<file path="config.mk">
export PLATFORM = sky130hd
export DESIGN_NAME = tte_invalidator
export DESIGN_NICKNAME = d
export VERILOG_FILES = /design/src/rtl/tte_inv_pkg.sv /design/src/rtl/tte_inv_decode.sv /design/src/rtl/tte_inv_agen.sv /design/src/rtl/tte_inv_walk.sv /design/src/rtl/tte_invalidator.sv
export SDC_FILE = /design/constraint.sdc
export NUM_CORES = 1
export LEC_CHECK = 0
export BUFFER_PORTS_ARGS = -buffer_cell sky130_fd_sc_hd__buf_2
export CORE_UTILIZATION = 42
export CTS_CLUSTER_DIAMETER = 120
export DETAILED_ROUTE_END_ITERATION = 8
export HOLD_SLACK_MARGIN = 0.06
export PLACE_DENSITY = 0.77
export RECOVER_POWER = 50
export SLEW_MARGIN = 20
export SYNTH_ARGS = -nofsm -noshare
export SYNTH_HDL_FRONTEND = slang
export SYNTH_SLANG_ARGS = --single-unit
export TNS_END_PERCENT = 30
</file>
<file path="constraint.sdc">
create_clock -name clk -period 2.3 [get_ports clk]
set_input_delay 0.345 -clock clk [delete_from_list [all_inputs] [get_ports clk]]
set_output_delay 0.345 -clock clk [all_outputs]
set_load 0.05 [all_outputs]
</file>
<file path="src/rtl/tte_inv_pkg.sv">
package tte_inv_pkg;
  localparam int unsigned WORD_W = 64;
  localparam int unsigned IDX_W  = 11;

  typedef enum logic [2:0] {
    ST_IDLE,
    ST_READ,
    ST_WRITE,
    ST_FLUSH,
    ST_REJECT
  } walk_state_e;

  typedef struct packed {
    logic [WORD_W-1:0] origin;
    logic [IDX_W-1:0]  first_idx;
    logic [IDX_W-1:0]  last_ofs;
    logic              flush_only;
    logic              local_flush;
    logic              reject;
  } cmd_t;
endpackage

</file>
<file path="src/rtl/tte_inv_decode.sv">
module tte_inv_decode
  import tte_inv_pkg::*;
#(
  parameter int unsigned SEG_IDX_LSB = 20,
  parameter int unsigned MODE_BIT    = 11,
  parameter int unsigned RSVD_LSB    = 12,
  parameter int unsigned RSVD_W      = 8,
  parameter int unsigned ORIGIN_LSB  = 12,
  parameter int unsigned TYPE_LSB    = 2
) (
  input  logic [WORD_W-1:0] op1,
  input  logic [WORD_W-1:0] op2,
  input  logic              mod_local,
  input  logic              privileged,
  input  logic              local_clr_en,
  output cmd_t              cmd
);
  localparam int unsigned LEVELS = 4;

  logic [IDX_W-1:0] lvl_idx [LEVELS];
  logic [1:0]       tbl_type;
  logic             unused_op1_bits;

  // one candidate index per table level, each field IDX_W above the last
  generate
    for (genvar g = 0; g < LEVELS; g++) begin : g_lvl
      assign lvl_idx[g] = op2[SEG_IDX_LSB + g*IDX_W +: IDX_W];
    end
  endgenerate

  assign tbl_type        = op1[TYPE_LSB +: 2];
  assign unused_op1_bits = ^{op1[ORIGIN_LSB-1:TYPE_LSB+2], op1[TYPE_LSB-1:0]};

  always_comb begin
    cmd.origin      = {op1[WORD_W-1:ORIGIN_LSB], {ORIGIN_LSB{1'b0}}};
    cmd.first_idx   = lvl_idx[tbl_type];
    cmd.last_ofs    = op2[IDX_W-1:0];
    cmd.flush_only  = op2[MODE_BIT];
    cmd.local_flush = mod_local & local_clr_en;
    cmd.reject      = !privileged || (|op2[RSVD_LSB +: RSVD_W]);
  end
endmodule

</file>
<file path="src/rtl/tte_inv_agen.sv">
module tte_inv_agen
  import tte_inv_pkg::*;
#(
  parameter int unsigned ENTRY_SHIFT = 3
) (
  input  logic [WORD_W-1:0] origin,
  input  logic [IDX_W-1:0]  idx,
  output logic [WORD_W-1:0] addr
);
  logic [WORD_W-1:0] offset;

  // index wraps in its own width; the sum is kept at full address width
  assign offset = {{(WORD_W-IDX_W){1'b0}}, idx} << ENTRY_SHIFT;
  assign addr   = origin + offset;
endmodule

</file>
<file path="src/rtl/tte_inv_walk.sv">
module tte_inv_walk
  import tte_inv_pkg::*;
#(
  parameter int unsigned INV_BIT = 5
) (
  input  logic              clk,
  input  logic              rst_n,
  input  logic              start,
  input  cmd_t              cmd,
  input  logic              mem_ack,
  input  logic [WORD_W-1:0] mem_rdata,
  output logic              busy,
  output logic              done,
  output logic              spec_exc,
  output logic              flush_local,
  output logic              flush_global,
  output logic              mem_rd,
  output logic              mem_wr,
  output logic [WORD_W-1:0] origin_q,
  output logic [IDX_W-1:0]  idx_q,
  output logic [WORD_W-1:0] wdata_q
);
  localparam logic [WORD_W-1:0] INV_MASK = WORD_W'(1) << INV_BIT;

  walk_state_e      state_q;
  logic [IDX_W-1:0] remain_q;
  logic             local_q;
  logic             entry_done;

  // an entry is finished by an acked write, or an acked read of an invalid entry
  assign entry_done = mem_ack && ((state_q == ST_WRITE) ||
                                  (state_q == ST_READ && mem_rdata[INV_BIT]));

  always_ff @(posedge clk) begin
    if (!rst_n) begin
      state_q  <= ST_IDLE;
      origin_q <= '0;
      idx_q    <= '0;
      remain_q <= '0;
      local_q  <= 1'b0;
      wdata_q  <= '0;
    end else begin
      case (state_q)
        ST_IDLE: begin
          if (start) begin
            origin_q <= cmd.origin;
            idx_q    <= cmd.first_idx;
            remain_q <= cmd.last_ofs;
            local_q  <= cmd.local_flush;
            if (cmd.reject)          state_q <= ST_REJECT;
            else if (cmd.flush_only) state_q <= ST_FLUSH;
            else                     state_q <= ST_READ;
          end
        end
        ST_READ: begin
          if (mem_ack && !mem_rdata[INV_BIT]) begin
            wdata_q <= mem_rdata | INV_MASK;
            state_q <= ST_WRITE;
          end
        end
        ST_WRITE: ;
        ST_FLUSH, ST_REJECT: state_q <= ST_IDLE;
        default:             state_q <= ST_IDLE;
      endcase
      if (entry_done) begin
        if (remain_q == '0) begin
          state_q <= ST_FLUSH;
        end else begin
          remain_q <= remain_q - 1'b1;
          idx_q    <= idx_q + 1'b1;
          state_q  <= ST_READ;
        end
      end
    end
  end

  always_comb begin
    busy         = (state_q != ST_IDLE);
    done         = (state_q == ST_FLUSH) || (state_q == ST_REJECT);
    spec_exc     = (state_q == ST_REJECT);
    flush_local  = (state_q == ST_FLUSH) && local_q;
    flush_global = (state_q == ST_FLUSH) && !local_q;
    mem_rd       = (state_q == ST_READ);
    mem_wr       = (state_q == ST_WRITE);
  end
endmodule

</file>
<file path="src/rtl/tte_invalidator.sv">
module tte_invalidator
  import tte_inv_pkg::*;
#(
  parameter int unsigned INV_BIT     = 5,
  parameter int unsigned ENTRY_SHIFT = 3
) (
  input  logic              clk,
  input  logic              rst_n,
  input  logic              start,
  input  logic              privileged,
  input  logic              local_clr_en,
  input  logic [WORD_W-1:0] op1,
  input  logic [WORD_W-1:0] op2,
  input  logic [3:0]        modifier,
  output logic              busy,
  output logic              done,
  output logic              spec_exc,
  output logic              flush_local,
  output logic              flush_global,
  output logic              mem_rd,
  output logic              mem_wr,
  output logic [WORD_W-1:0] mem_addr,
  output logic [WORD_W-1:0] mem_wdata,
  input  logic [WORD_W-1:0] mem_rdata,
  input  logic              mem_ack
);
  cmd_t              cmd;
  logic [WORD_W-1:0] origin_q;
  logic [IDX_W-1:0]  idx_q;
  logic              unused_mod_bits;

  assign unused_mod_bits = ^modifier[3:1];

  tte_inv_decode u_decode (
    .op1          (op1),
    .op2          (op2),
    .mod_local    (modifier[0]),
    .privileged   (privileged),
    .local_clr_en (local_clr_en),
    .cmd          (cmd)
  );

  tte_inv_walk #(.INV_BIT(INV_BIT)) u_walk (
    .clk          (clk),
    .rst_n        (rst_n),
    .start        (start),
    .cmd          (cmd),
    .mem_ack      (mem_ack),
    .mem_rdata    (mem_rdata),
    .busy         (busy),
    .done         (done),
    .spec_exc     (spec_exc),
    .flush_local  (flush_local),
    .flush_global (flush_global),
    .mem_rd       (mem_rd),
    .mem_wr       (mem_wr),
    .origin_q     (origin_q),
    .idx_q        (idx_q),
    .wdata_q      (mem_wdata)
  );

  tte_inv_agen #(.ENTRY_SHIFT(ENTRY_SHIFT)) u_agen (
    .origin (origin_q),
    .idx    (idx_q),
    .addr   (mem_addr)
  );
endmodule

</file>
# == After elaboration in Yosys (flattened, before gate mapping) ==
# Cells that the tools add are included.
# classes
bitwise,2
n_addsub,3
magnitude_cmp,1
mux,18
eq_ne,7
reduce_logical,18
# op_table
operator,count
$mux 11,10
$add 64x14->64,1
$bmux 11 s2,1
$mux 3,4
$add 11x1->11 const B,1
$logic_not 11->1,1
$sub 11x1->11 const B,1
$pmux 3 s3,1
$reduce_or 8->1,1
$eq 3x2->1 const B,2
$logic_and 1x1->1,5
$mux 2,2
$reduce_and 2->1,2
$eq 3x1->1 const B,1
$eq 3x3->1 const B,1
$ge 3x3->1 const B,1
$logic_not 1->1,3
$logic_not 3->1,1
$logic_or 1x1->1,3
$ne 3x1->1 const B,1
$ne 3x2->1 const B,1
$not 2->3,1
$reduce_and 3->1,1
$reduce_bool 3->1,1
other kinds (2),2
# word_totals
reg_bits,142
word_cells,55

# == Logic depth before layout (Yosys ltp) ==
# logic_depth
depth_word,8
mapped_depth,9
ltp_nobuf,8

# == By module ==
# Synthesis repeated with hierarchy kept, for this count alone.
# unflattened
cells_unflattened,1098
hier_area_um2,8634.5
# modules_own_cells
module,n_inst,area_per_inst_um2,cells_each,seq_area_each_um2
tte_inv_walk,1,6002.0,769,3083.0
tte_inv_agen,1,1764.2,235,0.0
tte_inv_decode,1,868.3,94,0.0

# == Worst setup path after synthesis ==
# Ideal clock, no wire load.
# synth_path
path_type,reg2out
startpoint,reg u_walk.idx_q[9]
endpoint,out mem_addr[52]
path_slack_ns,-0.879
arrival_ns,2.834
stages_incl_launch_ff,10
path_cell_list,dfxtp_1 ha_1 inv_1 fa_1 and4b_1 nand2_1 or4_1 buf_4 nor3_4 xor2_1
# synth_via
elab_chain_cells,1
# synth_lines
item,line,rtl
"start, declared",tte_inv_walk.sv:20,"output logic [IDX_W-1:0] idx_q,"
"start signal, assigned",tte_inv_walk.sv:47,idx_q <= cmd.first_idx;
"start signal, assigned",tte_inv_walk.sv:70,idx_q <= idx_q + 1'b1;
$add 64x14->64,tte_inv_agen.sv:14,assign addr = origin + offset;
"end, declared",tte_invalidator.sv:22,"output logic [WORD_W-1:0] mem_addr,"
# No other way between the ends.

# == Worst setup path in the final report ==
# layout_path
startpoint,reg u_walk.origin_q[12]
endpoint,out mem_addr[54]
# layout_via
elab_chain_cells,1
# layout_lines
item,line,rtl
"start, declared",tte_inv_walk.sv:19,"output logic [WORD_W-1:0] origin_q,"
"start signal, assigned",tte_inv_walk.sv:46,origin_q <= cmd.origin;
$add 64x14->64,tte_inv_agen.sv:14,
# No other way between the ends.

==> summary.txt <==
Outcome = finished with violations
Failing checks = negative setup slack
Crit path DAT = 2.93 ns
Post-CTS Hold Fix Bufs = 0
Tmin final = 3.279 ns
Syn Area/Cell = 7.817 um2
Final wirelength = 22,610 um
Post-synth EDFFs = 0
Kind of end point of the critical path = primary output
Die span in x = 131.6 um
Via density = 5.119
Dpl cells = 1,463
Gr ovfl total = 0
Final weighted congestion in routability-driven placement = 0.8989
Initial Utilization = 0.4282
Die ar. = 0.01731 mm2
GRT Total Usage = 0.2592
Hold/Removal Path Class = in2reg
Num CTS Buffers = 17
Worst rel slew slack = 0.5340
CTS tree = built
Root Buffer = clkbuf_16
Synthesis-to-layout area growth = 53.68%
Io pins = 337
Yosys reg bits = 142
First-pass GRT wire length = 36,100 um
Final instance area = 0.01084 mm2
Initial antenna violation count = 2
Post-synthesis cell type count = 61
Leakage = 0.004630 uW
Wire per inst = 15.02 um
Tcrit/Tclk final = 1.426
Pins Over Slew Limit = 0
Crit Path Category = reg2out
RSZ-0062 raised after global routing = true
Worst EP required = 1.96 ns
HPWL after DPL = 15,910 um
Mapped Cells = 902
Post-route ant nets = 0
Worst-path fanout max = 4
Drt pass-1 iters = 5
Setup crit start kind = register
Die height = 131.6 um
F_max = 0.3050 GHz
Port bufs = 320
Post-Place Cell Area = 0.009879 mm2
Vias in the first global route = 7,466
H-tree Lvls = 4
Max-Cap Viols = 0
Rows = 47
Worst Skew = 0.01299 ns
Storage cell area = 0.002845 mm2
Yosys Warn Count = 0
CTS Sinks = 142
Syn Std Cell Area = 0.007051 mm2
Async set or reset register ratio after synthesis = 0
Final non-filler cell total = 1,505
Multi-input gate area = 0.004492 mm2
Finish-stage setup viols = 47
Core area = 0.01647 mm2
Worst skew pair latency = 0.42 ns
Worst Max-Slew Pin Slew = 0.6990 ns
DRC Markers = 0
Main flop type after synthesis = dfxtp_1
Hold depth = 3
Pwr/cell area = 876.6 mW/mm2
Setup TNS = -28.21 ns
Vias = 7,704
Peak supply drop = 0.4967 mV
Clock-pin slew reported for the worst setup and hold paths after clock tree synthesis = 0.06 ns
Iter 0 DRT Violations = 537
Filler cells = 1,389
Deepest clock path buffer count = 2
R2R Setup Slk = 0.05 ns
Largest net degree at the start of global routing = 76
Worst reg2reg path depth = 6
Ratio of cells with drive above 1 in the final layout = 0.3617
Nets = 1,478
Sequential cell area fraction in the yosys report = 0.4032
Final WS setup = -0.9787 ns
Fin. Hold Viols = 0
## synthesized netlist by cell type, drive strengths merged (3+ instances only)
master  count  share of area
a21oi     137          0.097
a31oi       8         0.0071
and2        5         0.0044
and3        5         0.0044
and4        7         0.0091
buf        29          0.025
clkbuf     41          0.022
dfxtp     142           0.40
ha          5         0.0089
inv        15         0.0080
mux4       11          0.035
nand2     282           0.15
nand2b      5         0.0044
nand3      22          0.017
nand3b      6         0.0064
nand4      11          0.011
nor2       22          0.012
nor3       17          0.019
nor4       17          0.024
o21ai      10         0.0071
o22ai       7         0.0062
o311ai      6         0.0075
or2         7         0.0062
or3         3         0.0027
or4         3         0.0032
xnor2      26          0.032
xor2       26          0.032
## metrics by stage
| stage | utilization | setup WS (ns) | total power [uW] | hold WS [ns] |
|---|---|---|---|---|
| 2_1_floorplan | - | -0.5255 | 5379 | 0.4363 |
| 3_3_place_gp | 0.6000 | -0.5767 | 6337 | 0.4385 |
| 3_5_place_dp | 0.6000 | -0.6153 | 6393 | 0.4430 |
| 4_1_cts | 0.6615 | -0.9944 | 9530 | 0.1364 |
| 5_1_grt | 0.6581 | -1.096 | 9923 | 0.1395 |
| 6_report | 0.6581 | -0.9787 | 9499 | 0.1541 |
## sequential cells by signal (all words and copies together) (netlist names)
signal           cells
u_walk.wdata_q      64
u_walk.origin_q     52
u_walk.idx_q        11
u_walk.remain_q     11
u_walk.state_q       3
u_walk.local_q       1
## cell type report
type | instances | share of cell area
multi-input cells | 677 | 0.4145
flip-flops and latches | 142 | 0.2626
repair buffers | 417 | 0.2326
clock buffers | 20 | 0.04215
well taps | 220 | 0.02540
clock inverters | 12 | 0.01686
inverters | 15 | 0.005427
diodes | 2 | 0.0004619
## kinds of logic after synthesis
logic type | synth area share
and+or+nand+nor | 0.2870
AOI/OAI and AO/OA | 0.1413
DFF | 0.4032
buffers and inverters | 0.05519
xor gates and xnor gates | 0.06460
muxes | 0.03656
adders and majority gates | 0.01171
other | 0.0005319
## path summary, 6_finish.rpt
check | startpoint | endpoint
setup / recovery | u_walk.origin_q[12] | mem_addr[54]
hold / removal | mem_rdata[24] | u_walk.wdata_q[24]
setup reg to reg | u_walk.state_q[1] | u_walk.idx_q[9]
hold reg to reg | u_walk.wdata_q[27] | u_walk.wdata_q[27]
## power by group
| group | total, uW | leakage (uW) | switching [uW] | internal, uW |
|---|---|---|---|---|
| combinational | 3550 | 0.00317 | 2300 | 1250 |
| clock | 2960 | 0.000303 | 1080 | 1880 |
| sequential | 2980 | 0.00116 | 230 | 2750 |
| total | 9500 | 0.00463 | 3610 | 5890 |
## layout by cell type (no fill, tap or decap), types with 9 or more instances in the layout
master | synthesis | final
a21oi_1 | 137 | 137
buf_2 | 7 | 198
buf_4 | 14 | 111
buf_6 | 1 | 27
clkbuf_1 | 40 | 76
clkbuf_16 | 0 | 17
dfxtp_1 | 142 | 140
inv_1 | 14 | 13
mux4_2 | 11 | 11
nand2_1 | 282 | 282
nand3_1 | 21 | 19
nand4_1 | 10 | 10
nor2_1 | 22 | 14
o21ai_0 | 10 | 10
xnor2_1 | 26 | 13
xnor2_2 | 0 | 9
xor2_1 | 26 | 9
xor2_4 | 0 | 17
## repair_timing
| action | 4_1_cts | 5_1_grt |
|---|---|---|
| setup endpoints to repair | 48 | 51 |
| gates cloned | 1 | 0 |
| endpoints found under the hold margin | 0 | 0 |
| pin swaps | 8 | 7 |
| resized for setup | 94 | 6 |
| setup buffers | 3 | 4 |
## worst max-delay path, cell delays in order, from the launching register on
cell and delay, ns:
dfxtp_2 0.35, ha_4 0.14, inv_2 0.03, fa_2 0.33, and4b_1 0.28, nand2_1 0.08, or4_4 0.44, buf_4 0.18
buf_16 0.14, nor3_4 0.19, xor2_4 0.17, buf_6 0.17
## layer usage
layer / track usage / up-vias / routed length (um)
li1: - / 3784 / -
met1: 0.3006 / 3569 / 9146
met2: 0.4606 / 314 / 11700
met3: 0.05478 / 37 / 1292
met4: 0.1066 / 0 / 474
met5: 0 / - / 0
No activity file was read; power rests on OpenSTA's default activity.
